==> config.mk <==
export PLATFORM = sky130hd
export DESIGN_NAME = mdioMaster
export DESIGN_NICKNAME = d
export VERILOG_FILES = /design/src/rtl/mdioPkg.sv /design/src/rtl/mdioCtrl.sv /design/src/rtl/mdioDp.sv /design/src/rtl/mdioMaster.sv
export SDC_FILE = /design/constraint.sdc
export NUM_CORES = 1
export LEC_CHECK = 0
export BUFFER_PORTS_ARGS = -buffer_cell sky130_fd_sc_hd__buf_2
export CAP_MARGIN = 0
export CORE_ASPECT_RATIO = 1.4
export CORE_MARGIN = 4
export CORE_UTILIZATION = 42
export CTS_BUF_LIST = sky130_fd_sc_hd__clkbuf_8
export CTS_CLUSTER_SIZE = 30
export DETAILED_ROUTE_END_ITERATION = 10
export GPL_ROUTABILITY_DRIVEN = 1
export PLACE_DENSITY_LB_ADDON = 0.2
export SYNTH_ARGS = -nofsm -noshare
export SYNTH_HDL_FRONTEND = slang
export SYNTH_SLANG_ARGS = --single-unit
export TNS_END_PERCENT = 1
==> constraint.sdc <==
create_clock -name clk -period 2.9 [get_ports clk]
set_input_delay 0.58 -clock clk [delete_from_list [all_inputs] [get_ports clk]]
set_output_delay 0.58 -clock clk [all_outputs]
set_load 0.02 [all_outputs]
==> src/rtl/mdioPkg.sv <==
package mdioPkg;
  localparam int PRE_LEN   = 32;
  localparam int ADDR_W    = 5;
  localparam int DATA_W    = 16;
  localparam int HDR_LEN   = 4 + 2 * ADDR_W;
  localparam int RD_DRIVE  = PRE_LEN + HDR_LEN;
  localparam int FRAME_W   = PRE_LEN + HDR_LEN + 2 + DATA_W;
  localparam int ACK_SLOT  = RD_DRIVE + 1;
  localparam int DATA_FIRST = ACK_SLOT + 1;
  localparam int DATA_LAST = DATA_FIRST + DATA_W - 1;
  localparam int SLOT_LAST = FRAME_W;

  localparam logic [1:0] CODE_START = 2'b01;
  localparam logic [1:0] CODE_RD    = 2'b10;
  localparam logic [1:0] CODE_WR    = 2'b01;
  localparam logic [1:0] CODE_TA    = 2'b10;

  typedef struct packed {
    logic load;
    logic shift;
    logic sampleAck;
    logic sampleBit;
    logic finish;
    logic isWrite;
  } mdioStrobeT;
endpackage

==> src/rtl/mdioCtrl.sv <==
module mdioCtrl
  import mdioPkg::*;
#(
  parameter int CLK_DIV = 4
) (
  input  logic       clk,
  input  logic       rstN,
  input  logic       reqValid,
  input  logic       reqWrite,
  output logic       busy,
  output logic       done,
  output logic       mdc,
  output logic       mdioOe,
  output mdioStrobeT stb
);
  localparam int HALF = CLK_DIV / 2;
  localparam int PW   = (CLK_DIV > 2) ? $clog2(CLK_DIV) : 1;

  logic          running;
  logic          isWr;
  logic [PW-1:0] phase;
  logic [6:0]    slot;
  logic          mdcR;
  logic          doneR;
  logic          accept;
  logic          riseEdge;
  logic          fallEdge;
  logic          lastSlot;

  assign accept   = !running && reqValid;
  assign riseEdge = running && (phase == PW'(HALF - 1));
  assign fallEdge = running && (phase == PW'(CLK_DIV - 1));
  assign lastSlot = (slot == 7'(SLOT_LAST));

  always_ff @(posedge clk) begin
    if (!rstN) begin
      running <= 1'b0;
      isWr    <= 1'b0;
      phase   <= '0;
      slot    <= '0;
      mdcR    <= 1'b0;
      doneR   <= 1'b0;
    end else begin
      doneR <= 1'b0;
      if (accept) begin
        running <= 1'b1;
        isWr    <= reqWrite;
        phase   <= '0;
        slot    <= '0;
        mdcR    <= 1'b0;
      end else if (running) begin
        if (fallEdge) begin
          phase <= '0;
          mdcR  <= 1'b0;
          if (lastSlot) begin
            running <= 1'b0;
            doneR   <= 1'b1;
          end else begin
            slot <= slot + 7'd1;
          end
        end else begin
          phase <= phase + PW'(1);
          if (riseEdge) mdcR <= 1'b1;
        end
      end
    end
  end

  always_comb begin
    stb.load      = accept;
    stb.shift     = fallEdge;
    stb.sampleAck = riseEdge && !isWr && (slot == 7'(ACK_SLOT));
    stb.sampleBit = riseEdge && !isWr && (slot >= 7'(DATA_FIRST)) && (slot <= 7'(DATA_LAST));
    stb.finish    = fallEdge && lastSlot;
    stb.isWrite   = isWr;
  end

  assign busy   = running;
  assign done   = doneR;
  assign mdc    = mdcR;
  assign mdioOe = running && (slot < (isWr ? 7'(FRAME_W) : 7'(RD_DRIVE)));
endmodule

==> src/rtl/mdioDp.sv <==
module mdioDp
  import mdioPkg::*;
(
  input  logic              clk,
  input  logic              rstN,
  input  mdioStrobeT        stb,
  input  logic              reqWrite,
  input  logic [ADDR_W-1:0] reqPhy,
  input  logic [ADDR_W-1:0] reqReg,
  input  logic [DATA_W-1:0] reqWdata,
  input  logic              mdioIn,
  output logic              mdioOut,
  output logic [DATA_W-1:0] rdData,
  output logic              rdErr
);
  logic [FRAME_W-1:0] txShift;
  logic [DATA_W-1:0]  rxShift;
  logic               ackOk;

  always_ff @(posedge clk) begin
    if (!rstN) begin
      txShift <= '0;
      rxShift <= '0;
      ackOk   <= 1'b0;
      rdData  <= '0;
      rdErr   <= 1'b0;
    end else begin
      if (stb.load) begin
        txShift <= {{PRE_LEN{1'b1}}, CODE_START, (reqWrite ? CODE_WR : CODE_RD),
                    reqPhy, reqReg, CODE_TA, reqWdata};
        rxShift <= '0;
        ackOk   <= 1'b0;
      end else begin
        if (stb.shift) txShift <= {txShift[FRAME_W-2:0], 1'b0};
        if (stb.sampleAck) ackOk <= !mdioIn;
        if (stb.sampleBit && ackOk) rxShift <= {rxShift[DATA_W-2:0], mdioIn};
        if (stb.finish) begin
          rdErr <= !stb.isWrite && !ackOk;
          if (!stb.isWrite) rdData <= rxShift;
        end
      end
    end
  end

  assign mdioOut = txShift[FRAME_W-1];
endmodule

==> src/rtl/mdioMaster.sv <==
module mdioMaster
  import mdioPkg::*;
#(
  parameter int CLK_DIV = 4
) (
  input  logic        clk,
  input  logic        rstN,
  input  logic        reqValid,
  input  logic        reqWrite,
  input  logic [4:0]  reqPhy,
  input  logic [4:0]  reqReg,
  input  logic [15:0] reqWdata,
  output logic        busy,
  output logic        done,
  output logic [15:0] rdData,
  output logic        rdErr,
  output logic        mdc,
  output logic        mdioOut,
  output logic        mdioOe,
  input  logic        mdioIn
);
  mdioStrobeT stb;

  mdioCtrl #(.CLK_DIV(CLK_DIV)) uCtrl (
    .clk(clk), .rstN(rstN), .reqValid(reqValid), .reqWrite(reqWrite),
    .busy(busy), .done(done), .mdc(mdc), .mdioOe(mdioOe), .stb(stb)
  );

  mdioDp uDp (
    .clk(clk), .rstN(rstN), .stb(stb), .reqWrite(reqWrite),
    .reqPhy(reqPhy), .reqReg(reqReg), .reqWdata(reqWdata),
    .mdioIn(mdioIn), .mdioOut(mdioOut), .rdData(rdData), .rdErr(rdErr)
  );
endmodule

=== Yosys cells after proc, flatten, opt, wreduce, memory -nomap -nowiden ===
Index checks and enable logic that the tools add are counted.

* Add/sub/neg operators: 2
* $lt $le $gt $ge: 3
* Eq/ne operators: 4
* Mux-type cells: 12
* Bitwise logic cells: 6
* Reductions and logical operators: 23

{| class="wikitable"
|+ Operators by type and width
! operator !! number
|-
| $mux 64 || 2
|-
| $logic_and 1x1->1 || 11
|-
| $add 7x1->7 const B || 1
|-
| $eq 7x6->1 const B || 1
|-
| $eq 7x7->1 const B || 1
|-
| $ge 7x6->1 const B || 1
|-
| $le 7x6->1 const B || 1
|-
| $lt 7x7->1 || 1
|-
| $mux 1 || 7
|-
| $mux 7 || 1
|-
| $not 1->1 || 6
|-
| $reduce_and 3->1 || 2
|-
| $logic_not 1->1 || 4
|-
| $mux 2 || 2
|-
| $reduce_and 2->1 || 2
|-
| $reduce_bool 2->1 || 2
|-
| $reduce_or 4->1 || 1
|-
| $add 2x1->2 const B || 1
|-
| $eq 2x1->1 const B || 1
|-
| $eq 2x2->1 const B || 1
|-
| $reduce_or 2->1 || 1
|}

* Register bits: 111
* Output and inout bits: 22
* Word-level logic and storage cells: 62

=== Longest topological paths before layout ===
* Depth in word-level cells: 6
* Mapped depth: 7
* Mapped depth without buffers: 5

=== By module ===
A second synthesis with hierarchy kept.

* Cell total of the unflattened synthesis: 485
* Area, all modules: 4614.4 um^2

{| class="wikitable"
|+ Modules (own cells, without submodules)
! module !! times used !! cells each !! area an instance (um^2) !! sequential area each (um^2)
|-
| mdioDp || 1 || 396 || 3837.4 || 1961.9
|-
| mdioCtrl || 1 || 89 || 777.0 || 260.2
|}

=== Least setup slack after synthesis ===
No wires, ideal clock.

* Path kind: register -> output
* From: register uCtrl.isWr
* To: output port mdioOe
* Arrival time: 2.227 ns
* Path slack: 0.093 ns
* Cell stages (with the launch flop): 5
* Path buffers: 0
* Cells stage by stage: dfxtp_1 ha_1 o311ai_0 a21oi_1 a2111oi_0

* Word-level cells in the longest chain between the ends: 3

{| class="wikitable"
|+ Ends and longest elaborated chain
! what !! line !! text
|-
| start: declaration || mdioCtrl.sv:20 || <nowiki>logic isWr;</nowiki>
|-
| start signal: assignment || mdioCtrl.sv:47 || <nowiki>isWr <= reqWrite;</nowiki>
|-
| $mux 7 || mdioCtrl.sv:81 || <nowiki>assign mdioOe = running && (slot < (isWr ? 7'(FRAME_W) : 7'(RD_DRIVE)));</nowiki>
|-
| $lt 7x7->1 || mdioCtrl.sv:81 ||
|-
| $logic_and 1x1->1 || mdioCtrl.sv:81 ||
|-
| end: declaration || mdioMaster.sv:19 || <nowiki>output logic mdioOe,</nowiki>
|}

Every way passes these cells.

=== Worst setup path after layout ===
Same ends and word-level chain as after synthesis.

==> metrics.md <==
| Metric | Value |
|---|---|
| Outcome | complete, no violations |
| Synth Area per Inst | 9.88 um2 |
| Routed WL per cell | 14.0 um |
| FF+latch count, synth | 111 |
| Met2 Track Usage GR | 25.6% |
| Worst path top cell family by delay | compound AO/OA/AOI/OAI gates |
| Detailed-route via count | 3336 |
| Worst-Margin Slew | 0.867 ns |
| Fmax achieved | 0.356 GHz |
| Buffers on Ports | 52 |
| Arr. time, crit path | 2.23 ns |
| Asr flop ratio synth | 0% |
| Final min period | 2.81 ns |
| Post-DP HPWL | 5500 um |
| Tcrit/Tclk final | 96.8% |
| Buf/Inv on CP | 1 |
| Crit path capture type | output port |
| Share of layout cells above drive strength 1 | 24.9% |
| Dpl ws | 0.414 ns |
| Clock Latency Late Sink | 0.36 ns |
| Drc violations | 0 |
| Overflow after GRT | 0 |
| DRT Pass-1 Iters | 4 |
| Synthesized netlist net count | 478 |
| Final setup fails | 0 |
| Top_reg_cell synth | dfxtp_1 |
| Overall Power | 2.76 mW |
| Fin cells | 613 |
| Met3 GRT Util | 2.47% |
| Worst-path maximum fanout | 9 |
| Die Y | 128 um |
| Maximum VDD drop | 0.000282 V |
| Die X | 93.9 um |
| Std cell rows | 43 |
| Post-synthesis cell area | 0.00434 mm2 |
| Hold Fails Final Rpt | 0 |
| Final worst slack | 0.0938 ns |
| Detailed Route WL | 8560 um |
| Post-synth top area share | 51.2% |
| Number of H-tree levels | 3 |
| Synth area leader | dfxtp_1 |
| Num ports | 53 |
| Post-Place Cells | 597 |
| Final slew viol count | 0 |
| Final Skew | 0.0103 ns |
| Root Buffer Master | clkbuf_8 |
| Post-DRT Antenna Nets | 0 |
| Critical Path RT | 2.32 ns |
| Initial DRC Count | 173 |
| Ranking of synthesized cells by area | dfxtp_1, o221a_2, mux2i_1 |
| Sequential fraction of the synthesis area | 51.2% |
| Diodes inserted | 0 |
| Clock sink count | 111 |
| PD cells | 564 mW/mm2 |
| CTS clk-pin slew, worst paths | 0.10 ns |
| Worst path slowest cell | a2111oi_1 |
| LEAKAGE | 1.79 nW |
| CTS Buffer Depth | 2 |
| Setup bufs post-CTS | 0 |
| First-pass GRT wire length | 14700 um |
| Setup CP Type | flop to output port |
| Tot GR Track Use | 14.9% |
| Commonest cells post-synth | dfxtp_1, nand2_1, a21oi_1, mux2i_1, o221a_2 |
| Gpl congestion | 0.858 |
| Antenna violations before repair | 0 |
| Pin count of the biggest net entering global routing | 49 |
| CTS Buf Count | 9 |
| Initial Utilization | 43.4% |
| Worst-path cell chain | ha_1, o311ai_0, a21oi_1, a2111oi_1, buf_2 |
| Worst Hold Class | flop to flop |
| Vias per cell | 5.44 |
| Vias in the first global route | 3219 |
| Area Growth Syn to Fin | 12.8% |
| Max Cap Violations | 0 |
| Met1 Resource Use GR | 17.9% |
| Yosys warning count | 0 |
| Die area | 0.0120 mm2 |
| Core area | 0.0100 mm2 |
| Nets | 512 |
| Yosys cell types | 39 |
| Crit start category | flop |
| CTS tree | built |
| GRT busiest layer | met2 |
| Top-count cell post-synth | dfxtp_1 |
| EDFF count, synth | 0 |
| Cell count after synthesis | 439 |
| Worst path max stage delay | 0.51 ns |
| Slew HR | 42.2% |
## layer usage
| layer | vias to the layer above | part of all wire [%] |
|---|---|---|
| li1 | 1671 | - |
| met1 | 1598 | 45 |
| met2 | 54 | 50 |
| met3 | 13 | 3.1 |
| met4 | 0 | 2.0 |
| met5 | - | 0 |
## logic make-up (layout without fill, tap and decap cells)
logic type	count (synthesis)	in the layout	synth area share, %
multiplexers	35	35	8.07
AND/OR/NAND/NOR	125	125	13.8
buffers and inverters	46	85	4.41
AO/OA/AOI/OAI	114	114	20.2
flip-flops	111	111	51.2
adder cells (fa/ha/maj)	8	8	2.31
## worst reg2reg max path: cells and delay by family (launching register included)
family                 cells  cell delay (ns)
muxes                      1             0.23
AOI/OAI and AO/OA          1             0.24
buffers and inverters      1             0.27
DFF                        1             0.67
and+or+nand+nor            1             0.56
## repair_timing
action                                  CTS  global route
pin swaps                                 0             0
gates resized for setup                   1             2
cloned                                    0             0
endpoints found under the setup margin    1             1
hold buffers                              0             0
## state kept, by name, indices dropped and copies added, names as in the netlist
signal	flops
uCtrl.phase	2
uDp.rdErr	1
uDp.ackOk	1
uCtrl.done	1
uDp.rxShift	16
uCtrl.slot	7
uCtrl.busy	1
uDp.rdData	16
uDp.txShift	64
uCtrl.mdc	1
uCtrl.isWr	1
## cell type report
cell class / instances / area, um2
fillers: 984 / 5110
flip-flops and latches: 111 / 2220
multi-input cells: 282 / 1930
repair buffers: 62 / 335
well taps: 135 / 169
clock buffers: 11 / 151
clock inverters: 5 / 55.1
inverters: 7 / 26.3
## cells in the final DEF (no fill, tap or decap), types with 2 or more instances in the layout
cell type  netlist  routed
buf_2            3      52
a22oi_1         26      26
a31oi_1          4       4
nand2b_1         2       2
o21ai_0          6       6
ha_1             8       8
mux2i_1         35      34
clkbuf_8         0      11
a21oi_1         38      38
dfxtp_1        111     109
nor2_1           3       3
nand4_1          2       2
nor3_1           4       4
dfxtp_2          0       2
buf_4            0      10
or4_1            2       2
nand3_1         24      24
or3_1            3       3
o221a_2         34      34
inv_1            7       8
nand2_1         72      72
## power by group
part	leakage (nW)	internal (mW)	switching, mW	total (mW)
clock network	0.107	0.446	0.497	0.943
registers	0.909	1.59	0.0403	1.63
logic	0.773	0.0885	0.102	0.191
## metrics by stage
stage                     area, um2  hold WS (ns)  util (%)  TNS (ns)
after CTS                      4890         0.458      48.9         0
after global placement         4680         0.441      46.8         0
final                          4890         0.460      48.9         0
after floorplan                4340         0.432         -         0
after detailed placement       4680         0.447      46.8         0
after global routing           4890         0.478      48.9    -0.102
## path summary, 6_finish.rpt
check                              start                     endpoint  slack [ns]  depth (start not counted)
max reg2reg        uCtrl.busy$_SDFF_PN0_  uDp.rxShift[3]$_SDFFE_PP0P_        0.87                          4
min          uDp.txShift[4]$_SDFFE_PN0P_  uDp.txShift[4]$_SDFFE_PN0P_        0.46                          2
max              uCtrl.isWr$_SDFFE_PN0P_                       mdioOe        0.09                          5
min reg2reg  uDp.txShift[4]$_SDFFE_PN0P_  uDp.txShift[4]$_SDFFE_PN0P_        0.46                          2
Power figures use the tool's default switching activity.
